**config.mk**
```make
export PLATFORM = sky130hd
export DESIGN_NAME = dbl_periph
export DESIGN_NICKNAME = d
export VERILOG_FILES = /design/src/rtl/dbl_pkg.sv /design/src/rtl/dbl_decode.sv /design/src/rtl/dbl_dma.sv /design/src/rtl/dbl_periph.sv
export SDC_FILE = /design/constraint.sdc
export NUM_CORES = 1
export LEC_CHECK = 0
export CAP_MARGIN = 10
export CORE_AREA = 2 2 134 136
export CTS_BUF_LIST = sky130_fd_sc_hd__clkbuf_4 sky130_fd_sc_hd__clkbuf_8
export DETAILED_ROUTE_END_ITERATION = 8
export DIE_AREA = 0 0 136 138
export DONT_BUFFER_PORTS = 1
export GPL_TIMING_DRIVEN = 0
export SYNTH_ARGS = -nofsm -noshare
export SYNTH_HDL_FRONTEND = slang
export SYNTH_SLANG_ARGS = --single-unit
```
**constraint.sdc**
```tcl
create_clock -name clk -period 2.7 [get_ports clk]
set_clock_uncertainty 0.15 [all_clocks]
set_input_delay 0.27 -clock clk [delete_from_list [all_inputs] [get_ports clk]]
set_output_delay 0.27 -clock clk [all_outputs]
set_load 0.03 [all_outputs]
```
**src/rtl/dbl_pkg.sv**
```systemverilog
package dbl_pkg;

  typedef enum logic [1:0] {
    WIN_MEM  = 2'd0,
    WIN_IO   = 2'd1,
    WIN_STAT = 2'd2,
    WIN_BASE = 2'd3
  } win_e;

  // Twice the byte, computed on its 64-bit zero extension.
  function automatic logic [63:0] dbl_of(input logic [7:0] b);
    logic [63:0] wide;
    wide = {56'd0, b};
    return wide + wide;
  endfunction

endpackage

```
**src/rtl/dbl_decode.sv**
```systemverilog
module dbl_decode
  import dbl_pkg::*;
#(
  parameter int ADDR_W    = 8,
  parameter int WIN_BYTES = 64,
  parameter int LANES     = 4
) (
  input  logic                 clk,
  input  logic                 rst_n,
  input  logic                 req_valid,
  input  logic                 req_write,
  input  logic [ADDR_W-1:0]    req_addr,
  input  logic [LANES-1:0]     req_be,
  input  logic [8*LANES-1:0]   req_wdata,
  output win_e                 win_o,
  output logic                 byte_ok_o,
  output logic [7:0]           byte_o,
  output logic                 rd_o,
  output logic                 wr_mem_o,
  output logic                 wr_io_o,
  output logic                 wr_stat_o,
  output logic                 wr_base_lo_o,
  output logic                 wr_base_hi_o
);
  localparam int WIN_LSB = $clog2(WIN_BYTES);
  localparam int OFF_HI  = LANES;

  logic [WIN_LSB-1:0] offset;
  logic [7:0]         lane_bytes [LANES];
  logic               full_word;
  logic               wr_any;

  assign win_o     = win_e'(req_addr[WIN_LSB +: 2]);
  assign offset    = req_addr[WIN_LSB-1:0];
  assign byte_ok_o = ($countones(req_be) == 1);
  assign full_word = &req_be;
  assign wr_any    = req_valid && req_write;
  assign rd_o      = req_valid && !req_write;

  for (genvar g = 0; g < LANES; g++) begin : g_lane
    assign lane_bytes[g] = req_be[g] ? req_wdata[8*g +: 8] : 8'd0;
  end

  always_comb begin
    byte_o = 8'd0;
    for (int i = 0; i < LANES; i++) byte_o = byte_o | lane_bytes[i];
  end

  assign wr_mem_o     = wr_any && byte_ok_o && (win_o == WIN_MEM);
  assign wr_io_o      = wr_any && byte_ok_o && (win_o == WIN_IO);
  assign wr_stat_o    = wr_any && byte_ok_o && (win_o == WIN_STAT);
  assign wr_base_lo_o = wr_any && full_word && (win_o == WIN_BASE) && (offset == '0);
  assign wr_base_hi_o = wr_any && full_word && (win_o == WIN_BASE)
                        && (offset == WIN_LSB'(OFF_HI));

  // a single access drives at most one write strobe
  assert_onehot_R1: assert property (@(posedge clk) disable iff (!rst_n)
    $onehot0({wr_mem_o, wr_io_o, wr_stat_o, wr_base_lo_o, wr_base_hi_o}));

endmodule

```
**src/rtl/dbl_dma.sv**
```systemverilog
module dbl_dma #(
  parameter int AW = 64,
  parameter int DW = 64
) (
  input  logic          clk,
  input  logic          rst_n,
  input  logic          start,
  input  logic [AW-1:0] start_addr,
  input  logic [DW-1:0] start_data,
  input  logic          dma_ready,
  output logic          dma_valid,
  output logic [AW-1:0] dma_addr,
  output logic [DW-1:0] dma_data,
  output logic          done
);
  logic taken;

  assign done  = dma_valid && dma_ready;
  assign taken = start && !dma_valid;

  always_ff @(posedge clk) begin
    if (!rst_n) begin
      dma_valid <= 1'b0;
      dma_addr  <= '0;
      dma_data  <= '0;
    end else if (taken) begin
      dma_valid <= 1'b1;
      dma_addr  <= start_addr;
      dma_data  <= start_data;
    end else if (done) begin
      dma_valid <= 1'b0;
    end
  end

  // an offered beat is held until accepted
  assert_hold_R4: assert property (@(posedge clk) disable iff (!rst_n)
    dma_valid && !dma_ready |=> dma_valid && $stable(dma_addr) && $stable(dma_data));

  // a start during the accept cycle does not relaunch
  assert_drop_R5: assert property (@(posedge clk) disable iff (!rst_n)
    done |=> !dma_valid);

endmodule

```
**src/rtl/dbl_periph.sv**
```systemverilog
module dbl_periph
  import dbl_pkg::*;
#(
  parameter int ADDR_W    = 8,
  parameter int WIN_BYTES = 64,
  parameter int LANES     = 4,
  parameter int PA_W      = 64
) (
  input  logic                clk,
  input  logic                rst_n,
  input  logic                req_valid,
  input  logic                req_write,
  input  logic [ADDR_W-1:0]   req_addr,
  input  logic [LANES-1:0]    req_be,
  input  logic [8*LANES-1:0]  req_wdata,
  output logic [8*LANES-1:0]  rd_data,
  output logic                dma_valid,
  input  logic                dma_ready,
  output logic [PA_W-1:0]     dma_addr,
  output logic [63:0]         dma_data,
  output logic                irq
);
  localparam int DW   = 8 * LANES;
  localparam int HALF = PA_W / 2;

  win_e               win;
  logic               byte_ok, rd_req;
  logic [7:0]         wr_byte;
  logic               wr_mem, wr_io, wr_stat, wr_base_lo, wr_base_hi;
  logic               dma_done;
  logic [63:0]        dbl_w;
  logic [DW-1:0]      io_q;
  logic [PA_W-1:0]    base_q;
  logic               flag_q;

  dbl_decode #(.ADDR_W(ADDR_W), .WIN_BYTES(WIN_BYTES), .LANES(LANES)) u_decode (
    .clk(clk), .rst_n(rst_n),
    .req_valid(req_valid), .req_write(req_write), .req_addr(req_addr),
    .req_be(req_be), .req_wdata(req_wdata),
    .win_o(win), .byte_ok_o(byte_ok), .byte_o(wr_byte), .rd_o(rd_req),
    .wr_mem_o(wr_mem), .wr_io_o(wr_io), .wr_stat_o(wr_stat),
    .wr_base_lo_o(wr_base_lo), .wr_base_hi_o(wr_base_hi)
  );

  assign dbl_w = dbl_of(wr_byte);

  dbl_dma #(.AW(PA_W), .DW(64)) u_dma (
    .clk(clk), .rst_n(rst_n),
    .start(wr_mem), .start_addr(base_q), .start_data(dbl_w),
    .dma_ready(dma_ready), .dma_valid(dma_valid),
    .dma_addr(dma_addr), .dma_data(dma_data), .done(dma_done)
  );

  always_ff @(posedge clk) begin
    if (!rst_n) begin
      io_q   <= '0;
      base_q <= '0;
      flag_q <= 1'b0;
    end else begin
      if (wr_io) io_q <= dbl_w[DW-1:0];
      if (wr_base_lo) base_q[HALF-1:0]    <= req_wdata[HALF-1:0];
      if (wr_base_hi) base_q[PA_W-1:HALF] <= req_wdata[HALF-1:0];
      if (dma_done || wr_io)  flag_q <= 1'b1;
      else if (wr_stat)       flag_q <= (wr_byte != 8'd0);
    end
  end

  assign irq = flag_q;

  always_comb begin
    rd_data = '0;
    if (rd_req) begin
      rd_data = '1;
      if (byte_ok && win == WIN_IO)   rd_data = io_q;
      if (byte_ok && win == WIN_STAT) rd_data = DW'(flag_q);
    end
  end

  // completion of either path leaves irq high
  assert_setirq_R6: assert property (@(posedge clk) disable iff (!rst_n)
    dma_done || wr_io |=> irq);

  // a software clear without a competing completion drops irq
  assert_clear_R7: assert property (@(posedge clk) disable iff (!rst_n)
    wr_stat && wr_byte == 8'd0 && !dma_done |=> !irq);

  // wrongly sized reads of byte windows give all ones
  assert_badread_R3: assert property (@(posedge clk) disable iff (!rst_n)
    rd_req && !byte_ok && (win == WIN_IO || win == WIN_STAT) |-> rd_data == '1);

  // writing one half of the base keeps the other
  assert_base_R8: assert property (@(posedge clk) disable iff (!rst_n)
    wr_base_lo |=> $stable(base_q[PA_W-1:HALF]));

  // stored doubled value never exceeds nine significant bits
  assert_range_R11: assert property (@(posedge clk) disable iff (!rst_n)
    io_q[DW-1:9] == '0 && dma_data[63:9] == '0);

endmodule

```
# Word-level counts from Yosys, hierarchy flattened
# Cells that the tools add are included.
[op_classes]
addsub = 4
mul = 0
div = 0
magnitude_cmp = 0
n_eq_ne = 5
shifts = 0
muxes = 11
bitwise_logic = 3
reduce_logical = 23
[op_table]
columns = ["operator", "count"]
rows = [
  ["$mux 32", 3],
  ["$add 32x32->32", 1],
  ["$eq 32x2->1 const B", 1],
  ["$mux 8", 4],
  ["$or 8x8->8", 3],
  ["$logic_and 1x1->1", 14],
  ["$add 8x8->9", 1],
  ["$reduce_bool 8->1", 1],
  ["$eq 6x3->1 const B", 1],
  ["$logic_not 6->1", 1],
  ["$add 1x1->2", 2],
  ["$eq 2x2->1 const B", 2],
  ["$mux 1", 4],
  ["$reduce_and 4->1", 1],
  ["$reduce_bool 2->1", 2],
  ["$eq 2x1->1 const B", 1],
  ["$logic_not 1->1", 2],
  ["$logic_not 2->1", 1],
  ["$logic_or 1x1->1", 1],
]
[word_totals]
ff_bits = 226
latch_bits = 0
ram_bits = 0
mem_bits_ro = 0
inputBits = 49
out_inout_bits = 162
word_cells = 53
memories = 0

# Depth between registers and ports, before layout
# Gate-level depths: netlist of the first run.
[logic_depth]
word_depth = 7
depth_mapped = 9
ltp_nobuf = 8

# By module
# A second synthesis of the first run with hierarchy kept.
[unflattened]
cells_unflattened = 893
area_unflattened_um2 = 8826.0
[modules_own_cells]
columns = ["module", "instances", "cells_per_inst", "area_per_inst_um2", "seq_area_each_um2"]
rows = [
  ["dbl_dma", 1, 560, 5292.6, 2582.5],
  ["dbl_periph", 1, 279, 3173.0, 1461.4],
  ["dbl_decode", 1, 54, 360.3, 0.0],
]

# Worst setup path before layout of the first run
# OpenSTA, ideal clock, no wires.
[synth_path]
path_kind = "input to output"
startpoint = "input req_be[2]"
endpoint = "output rd_data[10]"
arrival_ns = 2.748
t_required_ns = 2.280
path_slack_ns = -0.468
stages = 9
cell_sequence = "ha_1 ha_1 fa_1 nor4b_2 nand2_1 and3b_1 clkbuf_1 and2_1 buf_4"
[synth_between]
elab_chain_cells = 7
word_cells_on_any_way = 8
[synth_rtl]
columns = ["item", "line", "text"]
rows = [
  ["from (decl)", "dbl_periph.sv:14", "input logic [LANES-1:0] req_be,"],
  ["$add 1x1->2 (implied by the code) *", "dbl_decode.sv:35", "assign byte_ok_o = ($countones(req_be) == 1);"],
  ["$add 32x32->32 (implied by the code) *", "dbl_decode.sv:35", ""],
  ["$eq 32x2->1 *", "dbl_decode.sv:35", ""],
  ["$logic_and 1x1->1", "dbl_periph.sv:74", "if (byte_ok && win == WIN_IO) rd_data = io_q;"],
  ["$mux 32", "dbl_periph.sv:74", ""],
  ["$mux 32 *", "dbl_periph.sv:75", "if (byte_ok && win == WIN_STAT) rd_data = DW'(flag_q);"],
  ["$mux 32 *", "dbl_periph.sv:72", "if (rd_req) begin"],
  ["to (decl)", "dbl_periph.sv:16", "output logic [8*LANES-1:0] rd_data,"],
]
# Every way passes the cells marked *; elsewhere a longest branch is shown, timed or not.

# Final worst setup path of the first run
[layout_path]
startpoint = "input req_be[1]"
endpoint = "output rd_data[20]"
# Same word-level chain as after synthesis.

==> metrics.md, run 1 <==
| Metric | Value |
|---|---|
| P_sw | `1.22 mW` |
| FF-to-FF path depth | `6` |
| Sequential Power Share | `49.7%` |
| Syn Inst Count | `716` |
| Diode count | `0` |
| Root buffer selected by CTS | `clkbuf_8` |
| Vias in the first global route | `4721` |
| PortBufs | `0` |
| Routed WL per cell | `17.1 um` |
| Final Max Slew Viols | `0` |
| Cell Count, Final, Fillers Out | `1073` |
| Tot Pwr | `4.37 mW` |
| Die Y | `138 um` |
| Depth of the worst hold-timing path | `3` |
| GRT Total Usage | `19.2%` |
| Unrepaired setup endpoints after global routing | `yes` |
| FP Rows | `49` |
| Hold WC Path Type | `in -> reg` |
| Synth area leaders | `dfxtp_1 49%, nand2_1 12%, buf_4 9.8%` |
| Placed standard-cell area | `6550 um^2` |
| Die area | `18800 um^2` |
| Arr. time, crit path | `2220 ps` |
| Synthesized area | `6000 um^2` |
| R2R Path Start | `u_dma.dma_valid` |
| Cell-internal power | `3.15 mW` |
| Slew @ Worst Pin | `800 ps` |
| Worst Slack Setup Final | `55.4 ps` |
| Num ports | `211` |
| Sw frac | `27.9%` |
| Starting Density | `34.2%` |
| Status | `finished, final reports clean` |
| Place WS | `-343 ps` |
| Final net count | `885` |
| Synth Register Bits | `146` |
| HPWL Detailed | `12900 um` |
| Crit path launch type | `input pin` |
| Clk buf depth | `2` |
| Final WL | `18400 um` |
| Dominant synthesized flop cell | `dfxtp_1` |
| Power density over the cells | `592 nW/um^2` |
| Peak Freq | `378 MHz` |
| Area Overhead vs Synth | `22.9%` |
| Global route total overflow | `0` |
| Leak | `3.00 nW` |
| Dpl cells | `1000` |
| Sum Neg Setup Slack | `0 ps` |
| Final period util | `97.9%` |
| H-tree level count | `4` |
| EDFF count, synth | `0` |
| Async S/R FF share, synth | `0%` |
| Met3 Wirelength | `1920 um` |
| Post-Layout Inst Area | `7370 um^2` |
| Met1 WL | `7520 um` |
| Post-synth top area cell | `dfxtp_1` |
| Commonest non-fill, non-tap cell in the layout | `nand2_1` |
| Placer congestion estimate | `0.795` |
| Reg2Reg Capture Point | `u_dma.dma_addr[63]` |
| First-pass GRT wire length | `27200 um` |
| Post-route DRC | `0` |
| Max layer used | `met4` |
| Worst-path fanout max | `11` |
| Register area share after synthesis | `48.7%` |
| Largest net degree at the start of global routing | `17` |
| WP data required | `2280 ps` |
| CP Class | `in -> out` |
| Share of the synthesized area in the top cell type | `48.7%` |
| Crit path time final | `2640 ps` |
| Final hold viol count | `0` |
| Via count | `5045` |
| Combinational share of power | `12.4%` |
| Share of cells above drive strength 1 | `16.7%` |
| Reg2Reg Setup Slack | `300 ps` |
| Routed length on met2 | `8430 um` |
| Chip width | `136 um` |
| Netlist cell types | `33` |
| YS warnings | `0` |
| Most frequent cells in the layout | `198 x nand2_1, 146 x dfxtp_1, 98 x a21oi_1` |
| Rel. slew slack | `46.7%` |
| CTS buffer count | `17` |
| Clk sinks | `146` |
| Hold EP | `base_q[32]` |
| Routed Antenna Nets | `0` |
| Detailed Routing Iterations Pass 1 | `5` |
| CTS tree | `done` |
| Clock share of power | `37.9%` |
| Initial antenna violation count | `0` |
| Vias per cell | `4.70` |
| Syn avg cell area | `8.38 um^2` |
| Beginning of the worst hold path | `req_addr[2]` |
| Crit. End Element | `output port` |
| # setup viols final | `0` |
| Core area | `17500 um^2` |
| Worst skew pair latency | `450 ps` |
| Initial DRC Count | `333` |
| Maximum vdd drop | `0.314 mV` |
| Clock Pin Slew Worst Setup and Hold Paths | `80 ps` |
| Max-cap violations | `0` |
==> layout make-up <==
| cell class | instances | area (um^2) |
|---|---|---|
| plain buffers | 126 | 828 |
| fillers | 1788 | 10200 |
| repair buffers | 39 | 393 |
| clock inverters | 11 | 105 |
| flip-flops and latches | 146 | 2920 |
| inverters | 1 | 3.75 |
| well taps | 229 | 287 |
| multi-input cells | 500 | 2560 |
| clock buffers | 21 | 277 |
==> power groups by stage <==
stage / clock network [mW] / registers (mW) / logic (mW)
after detailed placement: 0 / 2.22 / 0.460
after floorplan: 0 / 2.22 / 0.407
final: 1.66 / 2.17 / 0.541
after global placement: 0 / 2.22 / 0.458
after CTS: 1.69 / 2.17 / 0.525
after global routing: 1.78 / 2.17 / 0.574
==> registers in the layout, summed over array words and instances, names as in the netlist <==
signal	flops
u_dma.dma_addr	64
io_q	8
base_q	64
irq	1
u_dma.dma_data	8
u_dma.dma_valid	1
==> timing repair <==
action                                 in CTS  in global routing
gates cloned                                1                  1
gates resized for setup                     2                 11
pin swaps                                   3                  3
buffers inserted                            1                  3
endpoints found under the hold margin      66                  0
hold buffers                               35                  0
setup endpoints to repair                  23                 47
==> metrics by stage <==
step | hold WS (ps) | util, %
after floorplan | 256 | -
after global placement | 259 | 37.4
after detailed placement | 264 | 37.4
after CTS | 7.64 | 41.6
after global routing | 22.9 | 42.1
final | 25.8 | 42.1
==> cells in the mapped netlist (8+ instances only) <==
cell type / n
a22o_1: 8
buf_2: 14
nor2_1: 51
a21oi_1: 98
a221oi_1: 8
clkbuf_1: 33
mux2i_1: 32
buf_4: 78
a211oi_1: 16
nand2_1: 198
o21a_1: 8
dfxtp_1: 146
==> cell families after synthesis <==
kind of cell | Yosys count | synth area share, %
mux | 32 | 5.34
fa+ha+maj | 5 | 1.17
buf+inv | 127 | 13.1
simple gates | 264 | 17.8
other cells | 1 | 0.0625
compound gates | 141 | 13.8
flops | 146 | 48.7
==> worst max-delay path, cell delays in order <==
cell	delay [ps]
ha_4	240
ha_2	170
fa_2	460
nor4b_4	240
nand2_1	90
and3b_1	190
clkbuf_8	160
and2_4	210
buf_4	190
==> routing by layer <==
metal,global-route usage (%),vias to the layer above
li1,-,2476
met1,23.5,2326
met5,0,-
met4,6.41,0
met2,30.5,209
met3,8.07,34
==> worst max-delay path by stage <==
| stage | startpoint | slack [ps] | end |
|---|---|---|---|
| after CTS | req_be[0] | -50 | rd_data[23] |
| after detailed placement | req_be[0] | -340 | u_dma.dma_data[3] |
| final | req_be[1] | 60 | rd_data[20] |
| after global placement | req_be[0] | -300 | u_dma.dma_addr[33] |
| after floorplan | req_be[0] | 20 | rd_data[10] |
| after global routing | req_be[1] | -30 | rd_data[20] |
Power figures use the tool's default switching activity.
==> run 2: changes to the inputs <==
MAX_ROUTING_LAYER = met4   (was unset)
clock period = 3.02 ns   (was 2.7 ns; I/O delays follow)
==> metrics.md, run 2 (synthesis results as in run 1) <==
| Metric | Value |
|---|---|
| Placer congestion estimate | `0.820 (was 0.795)` |
| Vias in the first global route | `4784 (was 4721)` |
| Detailed Routing Iterations Pass 1 | `5 (unchanged)` |
| Met3 Wirelength | `2240 um (was 1920 um)` |
| Final net count | `879 (was 885)` |
| Hold WC Path Type | `in -> reg (unchanged)` |
| Arr. time, crit path | `2440 ps (was 2220 ps)` |
| Max layer used | `met4 (unchanged)` |
| Status | `finished, final reports clean (unchanged)` |
| Diode count | `0 (unchanged)` |
| Initial DRC Count | `344 (was 333)` |
| Largest net degree at the start of global routing | `17 (unchanged)` |
| # setup viols final | `0 (unchanged)` |
| HPWL Detailed | `13200 um (was 12900 um)` |
| Clock Pin Slew Worst Setup and Hold Paths | `80 ps (about the same)` |
| CTS tree | `done (unchanged)` |
| Area Overhead vs Synth | `22.3% (was 22.9%)` |
| Crit. End Element | `output port (unchanged)` |
| Crit path time final | `2890 ps` |
| Met1 WL | `7390 um (was 7520 um)` |
| Routed WL per cell | `17.5 um (was 17.1 um)` |
| Global route total overflow | `0 (unchanged)` |
| Max-cap violations | `0 (unchanged)` |
| Rel. slew slack | `50.7% (was 46.7%)` |
| Routed length on met2 | `8500 um (was 8430 um)` |
| Crit path launch type | `input pin (unchanged)` |
| Leak | `3.01 nW (was 3.00 nW)` |
| FP Rows | `49 (unchanged)` |
| Die Y | `138 um (unchanged)` |
| Via count | `5042 (was 5045)` |
| WP data required | `2570 ps (was 2280 ps)` |
| Final Max Slew Viols | `0 (unchanged)` |
| Most frequent cells in the layout | `198 x nand2_1, 146 x dfxtp_1, 98 x a21oi_1 (unchanged)` |
| CP Class | `in -> out (unchanged)` |
| Routed Antenna Nets | `0 (unchanged)` |
| Root buffer selected by CTS | `clkbuf_8 (unchanged)` |
| Maximum vdd drop | `0.341 mV (was 0.314 mV)` |
| GRT Total Usage | `20.1% (was 19.2%)` |
| Worst skew pair latency | `450 ps (about the same)` |
| Vias per cell | `4.73 (was 4.70)` |
| Clk buf depth | `2 (unchanged)` |
| Final WL | `18600 um (was 18400 um)` |
| H-tree level count | `4 (unchanged)` |
| Largest registers | `base_q (64), u_dma.dma_addr (64) (unchanged)` |
| Chip width | `136 um (unchanged)` |
| Power density over the cells | `577 nW/um^2 (was 592 nW/um^2)` |
| Unrepaired setup endpoints after global routing | `no (was yes)` |
| Tot Pwr | `4.23 mW (was 4.37 mW)` |
| Clk sinks | `146 (unchanged)` |
| Slew @ Worst Pin | `740 ps (was 800 ps)` |
| Final period util | `95.8%` |
| PortBufs | `0 (unchanged)` |
| Num ports | `211 (unchanged)` |
| Share of cells above drive strength 1 | `15.9% (was 16.7%)` |
| Commonest non-fill, non-tap cell in the layout | `nand2_1 (unchanged)` |
| First-pass GRT wire length | `27500 um (was 27200 um)` |
| Initial antenna violation count | `0 (unchanged)` |
| Final hold viol count | `0 (unchanged)` |
| Placed standard-cell area | `6500 um^2 (was 6550 um^2)` |
| Starting Density | `34.2% (unchanged)` |
| CTS buffer count | `17 (unchanged)` |
| Peak Freq | `346 MHz` |
| Core area | `17500 um^2 (unchanged)` |
| Die area | `18800 um^2 (unchanged)` |
| Worst-path fanout max | `12 (was 11)` |
| Post-route DRC | `0 (unchanged)` |
| Post-Layout Inst Area | `7340 um^2 (was 7370 um^2)` |
run 2: cell count changes in the layout (fill, tap and decap cells not counted), sizes merged:
| cell | previous run | this run |
|---|---|---|
| bufinv | 1 | 5 |
| buf | 98 | 95 |
| clkinvlp | 4 | 1 |
| clkbuf | 53 | 51 |
| dlygate4sd3 | 35 | 33 |
run 2: worst paths after layout:
path	from	end	depth (start not counted)	slack (ps)
worst max register to register	u_dma.dma_valid	u_dma.dma_addr[27]	6	540
worst min register to register	base_q[63]	u_dma.dma_addr[63]	2	310
worst max-delay path	req_be[0]	rd_data[0]	8	130
worst min-delay path	req_addr[2]	base_q[1]	4	30
run 2: power breakdown:
group | leakage, nW | switching (mW) | total, mW | internal [mW]
registers | 1.18 | 0.0107 | 1.94 | 1.93
clock network | 0.239 | 0.774 | 1.83 | 1.05
logic | 1.60 | 0.309 | 0.466 | 0.157
run 2: stage by stage:
stage	utilization [%]	setup WS [ps]	hold slack, ps	TNS, ps	instances
finish	41.8	127	33.7	0	1067
global route	41.8	15.5	48.2	0	1067
CTS	41.8	36.0	13.2	0	1066
detailed placement	37.1	-238	296	-13190	1000
global placement	37.1	-236	289	-12400	1000
floorplan	-	92.9	282	0	771
run 2: critical path, stage by stage:
cell and delay [ps]:
ha_1 290, ha_1 200, fa_1 550, nor2_1 70
nand4b_1 110, buf_2 250, o21ai_0 180, nor3b_2 490
run 2: cell type report:
cell class              count  area (um^2)
well taps                 229          287
multi-input cells         500         2530
inverters                   1         3.75
fillers                  1806        10200
plain buffers             125          781
clock inverters            12          203
repair buffers             34          338
clock buffers              20          275
flip-flops and latches    146         2920
run 2: metal layers:
| layer | GRT usage [%] | vias to the layer above |
|---|---|---|
| met2 | 30.2 | 211 |
| met3 | 8.47 | 34 |
| met1 | 24.2 | 2348 |
| li1 | - | 2449 |
| met5 | - | - |
| met4 | 6.96 | 0 |
run 2: timing repair:
item                                    in CTS  in global routing
hold buffers                                33                  0
gates cloned                                 2                  0
hold endpoints to repair                    66                  0
gates resized for setup                      3                  1
pin swaps                                    2                  3
endpoints found under the setup margin      23                 23
buffers inserted                             0                  1
==> run 3: changes to the inputs <==
CORE_AREA = 2 2 99 101   (was 2 2 134 136)
DIE_AREA = 0 0 101 103   (was 0 0 136 138)
PLACE_DENSITY = 0.8   (was unset)
==> metrics.md, run 3 (synthesis results as in run 1) <==
| Metric | Value |
|---|---|
| Status | `finished, final reports clean (unchanged)` |
| Core area | `9460 um^2 (was 17500 um^2)` |
| Vias per cell | `5.41 (was 4.73)` |
| Final WL | `16500 um (was 18600 um)` |
| Fill cell total of the finished layout | `719 (was 1806)` |
| Peak Freq | `351 MHz (was 346 MHz)` |
| Power density over the cells | `530 nW/um^2 (was 577 nW/um^2)` |
| Detailed Routing Iterations Pass 1 | `6 (was 5)` |
| Routed Antenna Nets | `0 (unchanged)` |
| Global route total overflow | `0 (unchanged)` |
| Clk buf depth | `2 (unchanged)` |
| Largest registers | `base_q (64), u_dma.dma_addr (64) (unchanged)` |
| Crit path launch type | `input pin (unchanged)` |
| Final period util | `94.4% (was 95.8%)` |
| Commonest non-fill, non-tap cell in the layout | `nand2_1 (unchanged)` |
| First-pass GRT wire length | `24700 um (was 27500 um)` |
| Arr. time, crit path | `2400 ps (was 2440 ps)` |
| Worst Slack Setup Final | `169 ps (was 127 ps)` |
| Place WS | `-217 ps (was -238 ps)` |
| HPWL Detailed | `11400 um (was 13200 um)` |
| H-tree level count | `4 (unchanged)` |
| Combinational share of power | `12.3% (was 11.0%)` |
| Crit. End Element | `output port (unchanged)` |
| Largest net degree at the start of global routing | `17 (unchanged)` |
| Die area | `10400 um^2 (was 18800 um^2)` |
| Hold WC Path Type | `in -> reg (unchanged)` |
| Rel. slew slack | `50.6% (was 50.7%)` |
| Cell-internal power | `2.74 mW (was 3.14 mW)` |
| Final net count | `878 (was 879)` |
| FP Rows | `36 (was 49)` |
| Final hold viol count | `0 (unchanged)` |
| Clock share of power | `35.7% (was 43.2%)` |
| Chip width | `101 um (was 136 um)` |
| Sequential Power Share | `52.0% (was 45.8%)` |
| Starting Density | `63.4% (was 34.2%)` |
| CTS buffer count | `17 (unchanged)` |
| Unrepaired setup endpoints after global routing | `no (unchanged)` |
| PortBufs | `0 (unchanged)` |
| CP Class | `in -> out (unchanged)` |
| Post-route DRC | `0 (unchanged)` |
| Max-cap violations | `0 (unchanged)` |
| Vias in the first global route | `4957 (was 4784)` |
| Crit path time final | `2850 ps (was 2890 ps)` |
| Max stage delay on crit path | `560 ps (was 550 ps)` |
| Share of cells above drive strength 1 | `15.4% (was 15.9%)` |
| # setup viols final | `0 (unchanged)` |
| Routed WL per cell | `17.4 um (was 17.5 um)` |
| CTS tree | `done (unchanged)` |
| Area Overhead vs Synth | `17.4% (was 22.3%)` |
| Crit path cell chain | `ha_1 > ha_1 > fa_1 > nor2_1 > nand4b_1 > clkbuf_2 > o21ai_0 > nor3b_2 (was ha_1 > ha_1 > fa_1 > nor2_1 > nand4b_1 > buf_2 > o21ai_0 > nor3b_2)` |
| Initial DRC Count | `306 (was 344)` |
| Clk sinks | `146 (unchanged)` |
| Clock Pin Slew Worst Setup and Hold Paths | `70 ps (was 80 ps)` |
| GRT Total Usage | `32.3% (was 20.1%)` |
| CP max stage cell | `fa_1 (unchanged)` |
| Root buffer selected by CTS | `clkbuf_8 (unchanged)` |
| Most frequent cells in the layout | `198 x nand2_1, 146 x dfxtp_1, 98 x a21oi_1 (unchanged)` |
| Worst-path fanout max | `11 (was 12)` |
| Most used cell, CP | `ha_1 (unchanged)` |
| Num ports | `211 (unchanged)` |
| Slew @ Worst Pin | `741 ps (was 740 ps)` |
| Util after Layout | `74.5% (was 41.8%)` |
| Maximum vdd drop | `0.421 mV (was 0.341 mV)` |
| WP data required | `2570 ps (about the same)` |
| Initial antenna violation count | `0 (unchanged)` |
| Die Y | `103 um (was 138 um)` |
| Via count | `5131 (was 5042)` |
| Placer congestion estimate | `0.918 (was 0.820)` |
| Diode count | `0 (unchanged)` |
| P_sw | `0.991 mW (was 1.09 mW)` |
| Worst skew pair latency | `440 ps (was 450 ps)` |
| Leak | `2.95 nW (was 3.01 nW)` |
| Final Max Slew Viols | `0 (unchanged)` |
| Sum Neg Setup Slack | `0 ps (unchanged)` |
| Sw frac | `26.6% (was 25.8%)` |
[run 3: per-layer routing]
metal | global-route usage (%) | part of all wire (%)
met5 | - | 0
met4 | 12.2 | 3.2
met3 | 11.7 | 11
met2 | 54.9 | 49
met1 | 34.8 | 36
[run 3: what timing repair did]
| item | 4_1_cts | 5_1_grt |
|---|---|---|
| resized for setup | 2 | 0 |
| setup endpoints to repair | 22 | 23 |
| buffers inserted | 1 | 0 |
| pin swaps | 2 | 1 |
| hold buffers | 33 | 0 |
| gates cloned | 1 | 0 |
| endpoints found under the hold margin | 66 | 0 |
[run 3: final cells by class]
cell class                      instances  area (um^2)  area share, %
Timing Repair Buffer                   34          338           4.80
Sequential cell                       146         2920           41.5
Clock buffer                           25          307           4.35
Clock inverter                          5         31.3          0.444
Buffer                                125          781           11.1
Multi-Input combinational cell        499         2520           35.8
Tap cell                              114          143           2.02
Inverter                                1         3.75         0.0533
[run 3: path summary, 6_finish.rpt]
check             startpoint                 end  slack (ps)  cells past startpoint
max                req_be[2]          rd_data[0]         170                      8
min              req_addr[2]           base_q[1]          60                      4
max reg2reg  u_dma.dma_valid  u_dma.dma_addr[35]         540                      6
min reg2reg       base_q[51]  u_dma.dma_addr[51]         300                      2
[run 3: stage by stage]
stage | total power [mW] | hold slack (ps) | instance area (um^2) | std cells
6_report | 3.73 | 59.4 | 7040 | 949
4_1_cts | 3.72 | 40.4 | 7050 | 950
5_1_grt | 3.85 | 57.8 | 7040 | 949
3_3_place_gp | 2.37 | 291 | 6350 | 885
3_5_place_dp | 2.38 | 294 | 6350 | 885
2_1_floorplan | 2.34 | 282 | 6210 | 771
[run 3: critical path, delay by kind of cell]
family                   cells  cell delay [ps]
AO/OA/AOI/OAI                1              150
adder cells (fa/ha/maj)      3             1050
buffers and inverters        1              240
AND/OR/NAND/NOR              3              670
[run 3: power by group through the flow]
stage	clock [mW]	sequential [mW]	combinational, mW
5_1_grt	1.43	1.94	0.485
4_1_cts	1.33	1.94	0.452
6_report	1.33	1.94	0.461
3_5_place_dp	0	1.98	0.394
2_1_floorplan	0	1.98	0.355
3_3_place_gp	0	1.98	0.388
